<file path="src/rtl/rxq_pkg.sv">
package rxq_pkg;

    localparam int RXQ_DEPTH      = 16;
    localparam int RXQ_DW         = 8;
    localparam int RXQ_IDLE_CHARS = 4;
    localparam int RXQ_CW         = $clog2(RXQ_DEPTH + 1);

    typedef enum logic [1:0] {
        THR_1  = 2'd0,
        THR_4  = 2'd1,
        THR_8  = 2'd2,
        THR_14 = 2'd3
    } thr_sel_e;

    typedef struct packed {
        logic push_ok;
        logic pop_ok;
        logic drop;
    } rxq_move_t;

    function automatic logic [RXQ_CW-1:0] thr_level(input thr_sel_e sel);
        case (sel)
            THR_1:   thr_level = RXQ_CW'(1);
            THR_4:   thr_level = RXQ_CW'(4);
            THR_8:   thr_level = RXQ_CW'(8);
            default: thr_level = RXQ_CW'(14);
        endcase
    endfunction

endpackage

</file>
<file path="src/rtl/rxq_store.sv">
module rxq_store #(
    parameter int DEPTH = 16,
    parameter int DW    = 8,
    localparam int AW   = $clog2(DEPTH),
    localparam int CW   = $clog2(DEPTH + 1)
) (
    input  logic                 clk,
    input  logic                 rst,
    input  logic                 flush,
    input  logic                 cap_one,
    input  logic                 push,
    input  logic [DW-1:0]        din,
    input  logic                 pop,
    output logic [DW-1:0]        dout,
    output logic [CW-1:0]        count,
    output rxq_pkg::rxq_move_t   move,
    output logic                 drop_q
);
    logic [DW-1:0] mem [DEPTH];
    logic [AW-1:0] wr_ptr, rd_ptr;
    logic          full;

    function automatic logic [AW-1:0] bump(input logic [AW-1:0] p);
        bump = (p == AW'(DEPTH - 1)) ? '0 : p + AW'(1);
    endfunction

    always_comb begin
        full         = cap_one ? (count != '0) : (count == CW'(DEPTH));
        move.pop_ok  = !flush && pop && (count != '0);
        move.push_ok = !flush && push && (!full || move.pop_ok);
        move.drop    = !flush && push && !move.push_ok;
    end

    always_ff @(posedge clk) begin
        if (move.push_ok) mem[wr_ptr] <= din;
    end

    always_ff @(posedge clk) begin
        if (rst || flush) begin
            wr_ptr <= '0;
            rd_ptr <= '0;
            count  <= '0;
            drop_q <= 1'b0;
        end else begin
            drop_q <= move.drop;
            if (move.push_ok) wr_ptr <= bump(wr_ptr);
            if (move.pop_ok)  rd_ptr <= bump(rd_ptr);
            case ({move.push_ok, move.pop_ok})
                2'b10:   count <= count + CW'(1);
                2'b01:   count <= count - CW'(1);
                default: count <= count;
            endcase
        end
    end

    assign dout = mem[rd_ptr];

    a_r3_no_overflow: assert property (@(posedge clk) disable iff (rst)
        count <= CW'(DEPTH));
    a_r4_single_cap: assert property (@(posedge clk) disable iff (rst)
        (cap_one && !flush && count <= CW'(1)) |=> count <= CW'(1));
    a_r5_drop_pulse: assert property (@(posedge clk) disable iff (rst)
        (move.drop) |=> drop_q);
    a_r10_empty_pop: assert property (@(posedge clk) disable iff (rst)
        (count == '0 && !push && !flush) |=> count == '0);
endmodule

</file>
<file path="src/rtl/rxq_idle_timer.sv">
module rxq_idle_timer #(
    parameter int  LIMIT = 4,
    localparam int TW    = $clog2(LIMIT + 1)
) (
    input  logic clk,
    input  logic rst,
    input  logic clear,
    input  logic tick,
    output logic expired
);
    logic [TW-1:0] ticks;

    always_ff @(posedge clk) begin
        if (rst || clear)                      ticks <= '0;
        else if (tick && ticks != TW'(LIMIT))  ticks <= ticks + TW'(1);
    end

    assign expired = (ticks == TW'(LIMIT));

    a_r7_saturate: assert property (@(posedge clk) disable iff (rst)
        ticks <= TW'(LIMIT));
    a_r7_clear_wins: assert property (@(posedge clk) disable iff (rst)
        clear |=> !expired);
endmodule

</file>
<file path="src/rtl/uart_rx_fifo_trig.sv">
module uart_rx_fifo_trig
    import rxq_pkg::*;
#(
    parameter int DEPTH      = RXQ_DEPTH,
    parameter int DW         = RXQ_DW,
    parameter int IDLE_CHARS = RXQ_IDLE_CHARS
) (
    input  logic          clk,
    input  logic          rst,
    input  logic          rx_valid,
    input  logic [DW-1:0] rx_data,
    input  logic          rd_strobe,
    input  logic          fifo_en,
    input  logic [1:0]    trig_sel,
    input  logic          irq_en,
    input  logic          char_tick,
    output logic [DW-1:0] rd_data,
    output logic          data_ready,
    output logic          trig_hit,
    output logic          timeout,
    output logic          overrun
);
    localparam int CW = $clog2(DEPTH + 1);

    logic          mode_q;
    logic          flush;
    logic [CW-1:0] count;
    rxq_move_t     move;
    logic          idle_clear;
    logic          idle_expired;
    logic          flags_on;

    always_ff @(posedge clk) begin
        if (rst) mode_q <= 1'b0;
        else     mode_q <= fifo_en;
    end

    assign flush = (fifo_en != mode_q);

    rxq_store #(.DEPTH(DEPTH), .DW(DW)) u_store (
        .clk     (clk),
        .rst     (rst),
        .flush   (flush),
        .cap_one (!fifo_en),
        .push    (rx_valid),
        .din     (rx_data),
        .pop     (rd_strobe),
        .dout    (rd_data),
        .count   (count),
        .move    (move),
        .drop_q  (overrun)
    );

    assign idle_clear = flush || move.push_ok || move.pop_ok || (count == '0);

    rxq_idle_timer #(.LIMIT(IDLE_CHARS)) u_idle (
        .clk     (clk),
        .rst     (rst),
        .clear   (idle_clear),
        .tick    (char_tick),
        .expired (idle_expired)
    );

    assign flags_on   = fifo_en && irq_en;
    assign data_ready = (count != '0);
    assign trig_hit   = flags_on && (count >= CW'(thr_level(thr_sel_e'(trig_sel))));
    assign timeout    = flags_on && idle_expired;

    a_r2_ready_from_store: assert property (@(posedge clk) disable iff (rst)
        $rose(data_ready) |-> $past(rx_valid));
    a_r7_timeout_has_data: assert property (@(posedge clk) disable iff (rst)
        timeout |-> data_ready);
    a_r9_flush_empties: assert property (@(posedge clk) disable iff (rst)
        flush |=> !data_ready);
    a_r5_overrun_cause: assert property (@(posedge clk) disable iff (rst)
        overrun |-> $past(rx_valid));
endmodule

</file>
<file path="config.mk">
export PLATFORM = sky130hd
export DESIGN_NAME = uart_rx_fifo_trig
export DESIGN_NICKNAME = d
export VERILOG_FILES = /design/src/rtl/rxq_pkg.sv /design/src/rtl/rxq_store.sv /design/src/rtl/rxq_idle_timer.sv /design/src/rtl/uart_rx_fifo_trig.sv
export SDC_FILE = /design/constraint.sdc
export NUM_CORES = 1
export LEC_CHECK = 0
export CORE_MARGIN = 2
export CORE_UTILIZATION = 30
export CTS_BUF_LIST = sky130_fd_sc_hd__clkbuf_16
export CTS_CLUSTER_DIAMETER = 150
export DETAILED_ROUTE_END_ITERATION = 7
export SLEW_MARGIN = 20
export SYNTH_ARGS = -nofsm -noshare
export SYNTH_HDL_FRONTEND = slang
export SYNTH_SLANG_ARGS = --single-unit
</file>
<file path="constraint.sdc">
create_clock -name clk -period 3.05 [get_ports clk]
set_clock_uncertainty 0.1 [all_clocks]
set_input_delay 0.305 -clock clk [delete_from_list [all_inputs] [get_ports clk]]
set_output_delay 0.305 -clock clk [all_outputs]
set_load 0.005 [all_outputs]
</file>
==> results by group <==
GRT
  • Total gr overflow: 0
  • Gr usage total: 11.82%
  • Largest net degree at the start of global routing: 33
  • Initial antenna violation count: 0
  • First-pass GRT wire length: 19.06 mm
  • Vias in the first global route: around 3400

STA
  • RSZ-0062 raised after global routing: false
  • Max Fclk: 336.3 MHz
  • Slew HR: 58.87%
  • Endpoints failing setup: 0
  • Max Slew Vio Count: 0
  • Min cycle time layout: 2.973 ns
  • Worst-Margin Slew: 0.6114 ns
  • Fin Hold WS: roughly 0.38 ns
  • Fin crit share: 97.49%
  • Setup TNS: 0 ns
  • Final hold violations: 0

Clock network
  • Post-CTS Setup Inserts: 0
  • Clock Root Buffer: clkbuf_16
  • Max Buffers Root-to-Sink: 2
  • CTS tree: yes
  • CTS Buf Count: 17
  • Clock sinks: 150
  • CTS resizes: 0
  • Post-CTS Hold Fix Bufs: 0
  • # H-tree levels: 4
  • Clk slew on worst S/H paths: 0.05 ns
  • Worst skew pair latency: 0.41 ns

Final layout
  • Multi-input combinational cell area: 0.001802 mm²
  • Syn-to-layout area delta: 20.31%
  • Finished Layout Cells: 681
  • Final nets: 432
  • Ant diodes: 0
  • Filler cells: 1904
  • Reg area: 0.004285 mm²
  • Layout cell share with drive strength beyond 1: 24.57%

Synthesis
  • Cell taking the most area after synthesis: edfxtp_1
  • Post-synthesis mux area share: approximately 15%
  • Post-synthesis simple-gate area fraction: 6.409%
  • Yosys top cell area share: 61.72%
  • Sequential area share after synthesis: 68.80%
  • Dominant cells by area after synthesis: edfxtp_1 (62%), mux4_2 (14%), dfxtp_1 (7.1%)
  • Post-synthesis adder-cell area fraction: 3.134%
  • Cell with the most instances after synthesis: edfxtp_1
  • Largest family of logic cells by synthesized area: multiplexers
  • FF+latch count, synth: 150
  • Number of synthesized flops with an enable pin: 128
  • Synth cell types: 45
  • Synth async-reset ratio: 0%
  • Commonest cells post-synth: edfxtp_1 (128), mux4_2 (40), dfxtp_1 (22), nor2_1 (20), and3_1 (15)
  • XOR/XNOR Fraction of Synth Area: 0.9845%
  • Top_reg_cell synth: edfxtp_1
  • Avg Cell Area, Syn: roughly 18 µm²
  • Syn nets: 379
  • Mapped Cells: 347
  • Post-synthesis compound-gate area fraction: 3.456%
  • Mapped cell area: 0.006227 mm²
  • Yosys warning count: 0

Power
  • Tot Pwr: 4.325 mW
  • Static Leakage: 2.454 nW
  • Max IR drop VDD: 0.3213 mV
  • PD cells: ~580 mW/mm²

Floorplan
  • Core ar.: 0.02030 mm²
  • Die Width: roughly 150 µm
  • Die Height: approximately 150 µm
  • Initial Util: 30.68%
  • Row count: 52
  • Die area: 0.02193 mm²
  • IO Pins: 29

Critical path
  • Required @ worst endpoint: about 2.6 ns
  • CP max FO: 16
  • Setup crit end kind: output pin
  • Setup CP Type: reg -> out
  • Startpoint types: register
  • Worst EP arrival: 2.57 ns

Routing
  • Total number of vias: around 3200
  • Pre-antenna DRT Iters: 4
  • Remaining antenna violation count: 0
  • Detailed Route Iter0 Violations: 201
  • DRC Markers: 0
  • DR WL/cell: 18.26 µm
  • Final WL: around 12 mm
  • Vias per cell: 4.761

Outcome
  • Status: complete, no violations

Min path
  • Hold/Removal Path Class: in -> reg

Placed design
  • Port buffer count: 28
  • Placed insts: 650
  • HPWL after DPL: 7.951 mm
  • GPL Wtd Cong: 0.7871

Run
  • Maxcap violations: 0
## path summary, 6_finish.rpt
| kind | start | slack, ns | endpoint | cells past startpoint |
|---|---|---|---|---|
| max | register | 0.08 | rd_data[2] | 4 |
| min reg2reg | u_store.wr_ptr[1]$_SDFFE_PP0P_ | 0.42 | u_store.wr_ptr[1]$_SDFFE_PP0P_ | 2 |
| min | rst | 0.38 | mode_q$_SDFF_PP0_ | 2 |
| max reg2reg | u_store.count[1]$_SDFFE_PP0P_ | 0.39 | u_store.count[4]$_SDFFE_PP0P_ | 10 |
## sequential cells by signal (all words and copies together), names as in the netlist, named ones only
signal,cells
u_store.mem,128
u_store.count,5
u_store.rd_ptr,4
u_store.wr_ptr,4
u_idle.ticks,3
mode_q,1
u_store.drop_q,1
## metrics by stage
stage               instance area, µm²  utilization (%)  setup WS (ns)
floorplan                         6227                -         0.4505
global placement                  6933            34.15         0.1857
detailed placement                6933            34.15         0.1654
CTS                               7467            36.79        0.02522
global route                      7492            36.91        0.01083
finish                            7492            36.91        0.07651
## kinds of logic (layout without fill, tap and decap cells)
kind of cell	count (synthesis)	after routing
xor+xnor	7	7
fa+ha+maj	15	15
buf+inv	28	92
mux	43	43
simple gates	76	76
compound gates	28	28
flops	150	150
## where the power goes
| part | internal, mW | switching, mW | leakage (nW) |
|---|---|---|---|
| clock network | 1.11 | 0.786 | 0.262 |
| registers | 2.24 | 0.00873 | 1.33 |
| logic | 0.0912 | 0.0952 | 0.860 |
## area by class of cell
class,count,area share [%]
multi-input cells,169,24.05
flip-flops and latches,150,57.20
inverters,12,0.6012
clock buffers,17,5.678
well taps,270,4.509
clock inverters,13,1.453
repair buffers,50,6.513
## cells in the final DEF (no fill, tap or decap), types with 2 or more instances in the layout
cell,n
mux4_2,40
edfxtp_1,128
o211ai_1,2
nand2b_1,5
clkinv_4,2
clkdlybuf4s50_1,28
inv_1,12
and3_1,15
and2_1,2
clkinv_2,5
nor2_1,20
o21ai_0,2
dfxtp_1,21
xnor2_1,6
nand3_1,6
nor2b_1,4
a21oi_1,11
nor4_1,2
clkbuf_16,18
inv_6,2
ha_1,14
nand2_1,12
clkinvlp_4,2
mux2i_1,3
a31oi_1,3
buf_12,2
nor3_1,3
buf_4,19
## critical path, stage by stage (launching register included)
cell and delay (ns):
dfxtp_2 0.41, buf_12 0.21, mux4_2 0.53, mux4_2 0.52
clkdlybuf4s50_1 0.47
## routing by layer
metal / wire length (µm) / GRT usage, %
met1: 5565 / 15.30
met2: 6045 / 19.24
met3: 585 / 3.252
met4: 239 / 4.095
met5: 0 / 0
Note: power is estimated with default switching activity, not from simulation.
